===== config.mk =====
export PLATFORM = sky130hd
export DESIGN_NAME = fcmp_crfield
export DESIGN_NICKNAME = d
export VERILOG_FILES = /design/src/rtl/fcmp_pkg.sv /design/src/rtl/fcmp_lane_cmp.sv /design/src/rtl/fcmp_cr_insert.sv /design/src/rtl/fcmp_crfield.sv
export SDC_FILE = /design/constraint.sdc
export NUM_CORES = 1
export LEC_CHECK = 0
export BUFFER_PORTS_ARGS = -buffer_cell sky130_fd_sc_hd__clkbuf_2
export CORE_MARGIN = 5
export CORE_UTILIZATION = 30
export CTS_BUF_LIST = sky130_fd_sc_hd__clkbuf_4
export CTS_CLUSTER_DIAMETER = 30
export DETAILED_ROUTE_END_ITERATION = 8
export PLACE_DENSITY_LB_ADDON = 0.2
export SLEW_MARGIN = 20
export SYNTH_ARGS = -nofsm -noshare
export SYNTH_HDL_FRONTEND = slang
export SYNTH_SLANG_ARGS = --single-unit

===== constraint.sdc =====
create_clock -name clk -period 6.95 [get_ports clk]
set_clock_uncertainty 0.15 [all_clocks]
set_input_delay 0.3475 -clock clk [delete_from_list [all_inputs] [get_ports clk]]
set_output_delay 0.3475 -clock clk [all_outputs]
set_load 0.005 [all_outputs]

===== src/rtl/fcmp_pkg.sv =====
package fcmp_pkg;

    typedef enum logic [1:0] {
        MODE_SP   = 2'd0,
        MODE_DP   = 2'd1,
        MODE_PAIR = 2'd2,
        MODE_RSV  = 2'd3
    } fcmp_mode_e;

    typedef enum logic [1:0] {
        REL_GT  = 2'd0,
        REL_LT  = 2'd1,
        REL_EQ  = 2'd2,
        REL_NONE = 2'd3
    } fcmp_rel_e;

    typedef enum logic {
        OUT_IDLE = 1'b0,
        OUT_HELD = 1'b1
    } fcmp_state_e;

    // Selects which ordered outcome the relation code asks for.
    function automatic logic rel_hit(fcmp_rel_e rel, logic gt, logic lt, logic eq);
        logic hit;
        unique case (rel)
            REL_GT:   hit = gt;
            REL_LT:   hit = lt;
            REL_EQ:   hit = eq;
            REL_NONE: hit = 1'b0;
        endcase
        return hit;
    endfunction

endpackage


===== src/rtl/fcmp_lane_cmp.sv =====
module fcmp_lane_cmp #(
    parameter int EXP_W = 8,
    parameter int MAN_W = 23
) (
    input  logic [EXP_W+MAN_W:0] a,
    input  logic [EXP_W+MAN_W:0] b,
    output logic                 gt,
    output logic                 lt,
    output logic                 eq,
    output logic                 sig_nan
);
    localparam int W = 1 + EXP_W + MAN_W;

    logic             sgn_a, sgn_b;
    logic [EXP_W-1:0] exp_a, exp_b;
    logic [MAN_W-1:0] man_a, man_b;
    logic [W-2:0]     mag_a, mag_b;
    logic             nan_a, nan_b, unord;
    logic             both_zero, mag_gt, mag_eq;
    logic             o_gt, o_eq;

    assign sgn_a = a[W-1];
    assign sgn_b = b[W-1];
    assign exp_a = a[W-2 -: EXP_W];
    assign exp_b = b[W-2 -: EXP_W];
    assign man_a = a[MAN_W-1:0];
    assign man_b = b[MAN_W-1:0];
    assign mag_a = a[W-2:0];
    assign mag_b = b[W-2:0];

    assign nan_a = (&exp_a) && (|man_a);
    assign nan_b = (&exp_b) && (|man_b);
    assign unord = nan_a || nan_b;

    // A NaN with a clear top fraction bit is the signaling kind.
    assign sig_nan = (nan_a && !man_a[MAN_W-1]) || (nan_b && !man_b[MAN_W-1]);

    assign both_zero = (mag_a == '0) && (mag_b == '0);
    assign mag_gt    = mag_a > mag_b;
    assign mag_eq    = mag_a == mag_b;

    always_comb begin
        o_eq = both_zero || (mag_eq && (sgn_a == sgn_b));
        if (o_eq) begin
            o_gt = 1'b0;
        end else if (sgn_a != sgn_b) begin
            o_gt = !sgn_a;
        end else if (!sgn_a) begin
            o_gt = mag_gt;
        end else begin
            o_gt = !mag_gt;
        end
    end

    assign gt = !unord && o_gt;
    assign eq = !unord && o_eq;
    assign lt = !unord && !o_gt && !o_eq;

endmodule


===== src/rtl/fcmp_cr_insert.sv =====
module fcmp_cr_insert #(
    parameter int CR_W  = 32,
    parameter int FLD_W = 4
) (
    input  logic [CR_W-1:0]                  cr_in,
    input  logic [$clog2(CR_W/FLD_W)-1:0]    idx,
    input  logic [FLD_W-1:0]                 fld,
    output logic [CR_W-1:0]                  cr_out
);
    localparam int NUM_F = CR_W / FLD_W;
    localparam int IDX_W = $clog2(NUM_F);

    // Field 0 sits at the most significant end of the register.
    for (genvar f = 0; f < NUM_F; f++) begin : g_field
        localparam logic [IDX_W-1:0] SEL = IDX_W'(NUM_F - 1 - f);
        assign cr_out[f*FLD_W +: FLD_W] = (idx == SEL) ? fld : cr_in[f*FLD_W +: FLD_W];
    end

endmodule


===== src/rtl/fcmp_crfield.sv =====
module fcmp_crfield
    import fcmp_pkg::*;
#(
    parameter int CR_W   = 32,
    parameter int SP_EXP = 8,
    parameter int SP_MAN = 23,
    parameter int DP_EXP = 11,
    parameter int DP_MAN = 52
) (
    input  logic                            clk,
    input  logic                            rst_n,
    input  logic                            in_valid,
    input  logic [1:0]                      mode_sel,
    input  logic [1:0]                      rel_sel,
    input  logic [$clog2(CR_W/4)-1:0]       fld_idx,
    input  logic [CR_W-1:0]                 cr_in,
    input  logic [DP_EXP+DP_MAN:0]          op_a,
    input  logic [DP_EXP+DP_MAN:0]          op_b,
    output logic                            out_valid,
    output logic [CR_W-1:0]                 cr_out,
    output logic                            invalid
);
    localparam int FLD_W = 4;
    localparam int SP_W  = 1 + SP_EXP + SP_MAN;
    localparam int DP_W  = 1 + DP_EXP + DP_MAN;
    localparam int LANES = DP_W / SP_W;

    fcmp_mode_e mode;
    fcmp_rel_e  rel;
    assign mode = fcmp_mode_e'(mode_sel);
    assign rel  = fcmp_rel_e'(rel_sel);

    // Single-precision lanes: lane 0 is the low word, lane LANES-1 the high word.
    logic [LANES-1:0] ln_gt, ln_lt, ln_eq, ln_snan, ln_hit;

    for (genvar g = 0; g < LANES; g++) begin : g_lane
        fcmp_lane_cmp #(
            .EXP_W (SP_EXP),
            .MAN_W (SP_MAN)
        ) u_sp (
            .a       (op_a[g*SP_W +: SP_W]),
            .b       (op_b[g*SP_W +: SP_W]),
            .gt      (ln_gt[g]),
            .lt      (ln_lt[g]),
            .eq      (ln_eq[g]),
            .sig_nan (ln_snan[g])
        );
        assign ln_hit[g] = rel_hit(rel, ln_gt[g], ln_lt[g], ln_eq[g]);
    end

    logic dp_gt, dp_lt, dp_eq, dp_snan, dp_hit;

    fcmp_lane_cmp #(
        .EXP_W (DP_EXP),
        .MAN_W (DP_MAN)
    ) u_dp (
        .a       (op_a),
        .b       (op_b),
        .gt      (dp_gt),
        .lt      (dp_lt),
        .eq      (dp_eq),
        .sig_nan (dp_snan)
    );
    assign dp_hit = rel_hit(rel, dp_gt, dp_lt, dp_eq);

    // Field value and invalid flag for the selected format.
    logic [FLD_W-1:0] fld_nxt;
    logic             inv_nxt;
    logic             hi_hit, lo_hit;

    assign hi_hit = ln_hit[LANES-1];
    assign lo_hit = ln_hit[0];

    always_comb begin
        unique case (mode)
            MODE_SP: begin
                fld_nxt = {1'b0, lo_hit, 2'b00};
                inv_nxt = ln_snan[0];
            end
            MODE_DP: begin
                fld_nxt = {1'b0, dp_hit, 2'b00};
                inv_nxt = dp_snan;
            end
            MODE_PAIR: begin
                fld_nxt = {hi_hit, lo_hit, hi_hit | lo_hit, hi_hit & lo_hit};
                inv_nxt = ln_snan[LANES-1] | ln_snan[0];
            end
            MODE_RSV: begin
                fld_nxt = '0;
                inv_nxt = 1'b0;
            end
        endcase
    end

    logic [CR_W-1:0] cr_nxt;

    fcmp_cr_insert #(
        .CR_W  (CR_W),
        .FLD_W (FLD_W)
    ) u_ins (
        .cr_in  (cr_in),
        .idx    (fld_idx),
        .fld    (fld_nxt),
        .cr_out (cr_nxt)
    );

    // Output stage state machine.
    fcmp_state_e state_q, state_d;

    always_comb begin
        unique case (state_q)
            OUT_IDLE: state_d = in_valid ? OUT_HELD : OUT_IDLE;
            OUT_HELD: state_d = in_valid ? OUT_HELD : OUT_IDLE;
        endcase
    end

    always_ff @(posedge clk) begin
        if (!rst_n) begin
            state_q <= OUT_IDLE;
        end else begin
            state_q <= state_d;
        end
    end

    logic [CR_W-1:0] cr_q;
    logic            inv_q;

    always_ff @(posedge clk) begin
        if (!rst_n) begin
            cr_q  <= '0;
            inv_q <= 1'b0;
        end else if (in_valid) begin
            cr_q  <= cr_nxt;
            inv_q <= inv_nxt;
        end
    end

    assign out_valid = (state_q == OUT_HELD);
    assign cr_out    = cr_q;
    assign invalid   = inv_q;

endmodule


# Word-level counts from Yosys, hierarchy flattened

Cells that the tools add are included.

Magnitude comparators: 3
Eq/ne operators: 20
Muxes and demuxes: 23
Bitwise gates (word level): 3
Reductions and logical operators: 80

Operators with widths:

| kind                                           | number |
|---|---|
| logical NOT 63 bit                             | 2 |
| logical NOT 31 bit                             | 4 |
| OR reduction 52 bit                            | 2 |
| OR reduction 23 bit                            | 4 |
| == test 63 bit                                 | 1 |
| > comparator 63 bit                            | 1 |
| == test 31 bit                                 | 2 |
| > comparator 31 bit                            | 2 |
| two-way mux 4 bit                              | 8 |
| AND reduction 8 bit                            | 4 |
| logical AND 1 bit                              | 30 |
| AND reduction 11 bit                           | 2 |
| logical NOT 1 bit                              | 20 |
| one-hot mux 1 bit (4 select lines)             | 4 |
| one-hot mux 4 bit (4 select lines)             | 1 |
| == test 3 bit (second input constant)          | 4 |
| two-way mux 1 bit                              | 10 |
| logical OR 1 bit                               | 9 |
| == test 2 bit (second input constant)          | 4 |
| == test 3 x 2 -> 1 bit (second input constant) | 2 |
| == test 2 x 1 -> 1 bit (second input constant) | 2 |
| logical NOT 2 bit                              | 2 |
| == test 3 x 1 -> 1 bit (second input constant) | 1 |
| logical NOT 3 bit                              | 1 |
| 4 further kinds                                | 7 |

Flip-flop bits (word level): 34
Bits of input ports: 170
Output and inout port bits: 34
Word-level logic and storage cells: 132

# Longest topological paths before layout

Depth in word-level cells: 12
Depth in mapped cells: 12
Gate-level depth less buffers: 11

# Hierarchy

A second synthesis with hierarchy kept.

Cell total of the unflattened synthesis: 759
Area total of the unflattened synthesis: 6038.3 um2

By module, submodules not included:

| module                              | instances | cells each | area each (um2) | sequential area each (um2) |
|---|---|---|---|---|
| fcmp_lane_cmp at g_lane[0].u_sp ... | 2         | 150        | 1099.8          | 0.0 |
| fcmp_lane_cmp at u_dp               | 1         | 292        | 2005.7          | 0.0 |
| fcmp_crfield                        | 1         | 127        | 1402.6          | 680.7 |
| fcmp_cr_insert                      | 1         | 40         | 430.4           | 0.0 |

# Worst setup path before layout

OpenSTA, ideal clock, no wires.

Path type: input to register
Start: input op_b[61]
End: register cr_q[8] (netlist: cr_out[8])
Library setup time: 0.085 ns
Arrival time: 2.810 ns
Data required time: 6.715 ns
Path slack: 3.906 ns
Cell stages on the path: 12
Path buffers: 1
Cells stage by stage: inv_1 ha_1 nand4_1 nor4_1 and3b_1 buf_2 a22o_1 mux2_1 o211a_1 a211oi_4 nand3_4 o31ai_2

Longest elaborated chain between the ends: 12
Elaborated cells between the ends (all ways): 24
Those cells by class: order compare: 1; eq/ne: 1; mux: 6; bitwise: 1; reduce/logical: 15

RTL lines:

| element                                | line                 | text |
|---|---|---|
| start, declared                        | fcmp_crfield.sv:18   | `input logic [DP_EXP+DP_MAN:0] op_b,` |
| > comparator 31 bit                    | fcmp_lane_cmp.sv:39  | `assign mag_gt = mag_a > mag_b;` |
| logical NOT 1 bit                      | fcmp_lane_cmp.sv:51  | `o_gt = !mag_gt;` |
| two-way mux 1 bit                      | fcmp_lane_cmp.sv:48  | `end else if (!sgn_a) begin` |
| two-way mux 1 bit                      | fcmp_lane_cmp.sv:46  | `end else if (sgn_a != sgn_b) begin` |
| two-way mux 1 bit                      | fcmp_lane_cmp.sv:44  | `if (o_eq) begin` |
| logical NOT 1 bit                      | fcmp_lane_cmp.sv:57  | `assign lt = !unord && !o_gt && !o_eq;` |
| logical AND 1 bit (2 in series)        | fcmp_lane_cmp.sv:57  |  |
| one-hot mux 1 bit (4 select lines) (*) | fcmp_pkg.sv:25       | `unique case (rel)` |
| AND 1 bit (*)                          | fcmp_crfield.sv:85   | `fld_nxt = {hi_hit, lo_hit, hi_hit \| lo_hit, hi_hit & lo_hit};` |
| one-hot mux 4 bit (4 select lines) (*) | fcmp_crfield.sv:75   | `unique case (mode)` |
| two-way mux 4 bit (*)                  | fcmp_cr_insert.sv:16 | `assign cr_out[f*FLD_W +: FLD_W] = (idx == SEL) ? fld : cr_in[f*FLD_W +: FLD_W];` |
| end signal, assigned                   | fcmp_crfield.sv:133  | `cr_q <= cr_nxt;` |
| end, declared                          | fcmp_crfield.sv:125  | `logic [CR_W-1:0] cr_q;` |

Every way passes the cells marked *; elsewhere a longest branch is shown, timed or not.
A chain may end at the register's enable or synchronous reset.

# Worst setup path in the final report

Start: input op_b[61]
End: register cr_q[28] (netlist: cr_out[28])

The elaborated chain is that of the path after synthesis.

==> run metrics <==
layout net count 974; final antenna-violating net count 0; Port Buf Inserts 203; Slew Limit Headroom 29.7%; CP Class in -> reg; DRC viols 0; initial antenna violation count 0; Yosys reg bits 34; H-tree Lvls 2; Max Freq 298 MHz; Worst-Skew Late Latency 330 ps; Vias per Instance 5.29; startpoint types input pin; vias in the first global route 4999; Initial Util 30.5%; most frequent cells in the layout clkbuf_2 (203), inv_1 (78), ha_1 (64); crit path time final 3360 ps; critical path arrival 3460 ps; Crit Path Max Fanout 10; Post-Route WL 14800 microns; GRT Overall Usage 18.0%; clk root buf clkbuf_4; Post-synth top flop dfxtp_1; Post-Syn Nets 782; Gate Count Post-Synth 548; Max Cap Viol 0; synth unique cells 57; die area 15800 sq um; router iterations before antenna repair 5; hold buffers post-CTS 0; commonest non-fill, non-tap cell in the layout clkbuf_2; final hold slack 138 ps; clock slew at reported path FFs 110 ps; total core area 13200 sq um; Comb pwr share 42.9%; DR WL/cell 16.2 microns; first-pass GRT wire length 24000 microns; status finished, final reports clean; Slew Viols, Final 0; synthesized cell area 4020 sq um; final hold violations 0; crit path capture type flop; DR iter-0 viols 183; internal power 0.000354 W; critical path required time 7050 ps; CTS resizes 0; Synth async-reset ratio 0%; row count 42; post-CTS setup buffer count 0; Worst-Margin Slew 1050 ps; Sw Ratio 37.9%; IO Pins 204; r2r setup slk 6030 ps; Synth warnings 0; power per cell area 109 nW/um^2; sequential share of power 38.1%; TritonCTS buffer count 5; GRT overflow 0; Clock Sinks 34; ratio of cells with drive above 1 in the final layout 30.4%; Area Growth Syn to Fin 30.4%; sequential fraction of the synthesis area 16.9%; Lkg Pwr 2.64 nW; Final period util 48.4%; Post-synth EDFFs 0; clk buf depth 2; gp weighted congestion 0.921; width of the die 126 microns; Max IR drop VDD 0.0000760 V; largest net degree at the start of global routing 45; Total Neg Setup Slack 0 ps; Clock power frac 19.1%; final setup fails 0; DP HPWL 12700 microns; fillers 1411; RSZ-0062 raised after global routing false; Via Count 4853; NetSw 0.000216 W; Avg Synthesized Cell Area 7.33 sq um; HP Class in -> reg; Antenna Cells 0; DIE HEIGHT 126 microns; CTS tree built
## flip-flops by register name (all words and copies together) (netlist names)
name and flops:
cr_out 32, out_valid 1, invalid 1
## final timing paths
kind,from,to,cells after the start
setup reg to reg,cr_out[21],cr_out[21],3
setup / recovery,op_b[61],cr_out[28],12
hold reg to reg,invalid,invalid,1
hold / removal,cr_in[9],cr_out[9],3
## per-layer routing
layer / wire length [microns] / track usage, % / vias up
li1: - / - / 2442
met1: 6150 / 21.5 / 2237
met2: 7500 / 33.3 / 159
met3: 1010 / 3.68 / 15
met4: 169 / 3.44 / 0
met5: 0 / 0 / -
## synthesized netlist by cell type (2+ instances only)
| master | n | area, sq um |
|---|---|---|
| a211oi_1 | 6 | 45.0 |
| a21oi_1 | 63 | 315 |
| a221oi_1 | 2 | 17.5 |
| a22o_1 | 2 | 17.5 |
| and3_1 | 3 | 18.8 |
| and3b_1 | 3 | 26.3 |
| buf_1 | 2 | 7.51 |
| buf_2 | 2 | 10.0 |
| clkbuf_1 | 14 | 52.6 |
| dfxtp_1 | 34 | 681 |
| ha_1 | 64 | 801 |
| inv_1 | 78 | 293 |
| mux2i_1 | 8 | 80.1 |
| nand2_1 | 51 | 191 |
| nand3_1 | 13 | 65.1 |
| nand3b_1 | 2 | 15.0 |
| nand4_1 | 31 | 194 |
| nor2_1 | 18 | 67.6 |
| nor3_1 | 13 | 65.1 |
| nor3b_1 | 3 | 22.5 |
| nor4_1 | 30 | 188 |
| o211a_1 | 2 | 20.0 |
| o211ai_1 | 7 | 52.6 |
| o21a_1 | 9 | 67.6 |
| o21ai_0 | 26 | 130 |
| o21ai_1 | 6 | 30.0 |
| o221ai_1 | 3 | 26.3 |
| o22ai_1 | 2 | 12.5 |
| o2bb2ai_1 | 7 | 61.3 |
| o31ai_1 | 11 | 82.6 |
| or3_1 | 7 | 43.8 |
## power by group through the flow
stage / clock (W) / combinational, W / sequential [W]
after detailed placement: 0 / 0.000244 / 0.000221
after global routing: 0.000119 / 0.000278 / 0.000219
after CTS: 0.000111 / 0.000245 / 0.000217
after global placement: 0 / 0.000238 / 0.000221
final: 0.000109 / 0.000244 / 0.000217
after floorplan: 0 / 0.000130 / 0.000221
## critical path: stages
cell and delay [ps]:
clkbuf_2 100, inv_1 40, ha_1 310, nand4_1 160, nor4_1 450, and3b_1 380
a22o_1 220, mux2_1 330, o211a_1 170, a211oi_4 510, nand3_4 200, o41ai_2 240
## per-stage QoR
step	power [W]	instances	cell area, sq um	utilization (%)	setup WS [ps]
floorplan	0.000350	548	4020	-	3910
global placement	0.000459	909	5180	39.3	3350
detailed placement	0.000465	909	5180	39.3	3270
CTS	0.000573	917	5240	39.7	3620
global route	0.000615	917	5240	39.7	3400
finish	0.000570	917	5240	39.7	3590
## logic make-up after synthesis
logic type / synth area share [%]
AOI/OAI and AO/OA: 27.0
xor gates and xnor gates: 0.218
adders and majority gates: 19.9
buffers and inverters: 9.03
DFF: 16.9
muxes: 2.27
and+or+nand+nor: 24.6
## area by class of cell
class                      instances  area, sq um  share of cell area [%]
clock buffer                       5         37.5                   0.717
timing repair buffer             203         1020                    19.4
inverter                          78          293                    5.59
sequential                        34          681                    13.0
tap                              176          220                    4.20
multi-input combinational        418         2970                    56.8
clock inverter                     3         16.3                   0.311
Power figures use the tool's default switching activity.
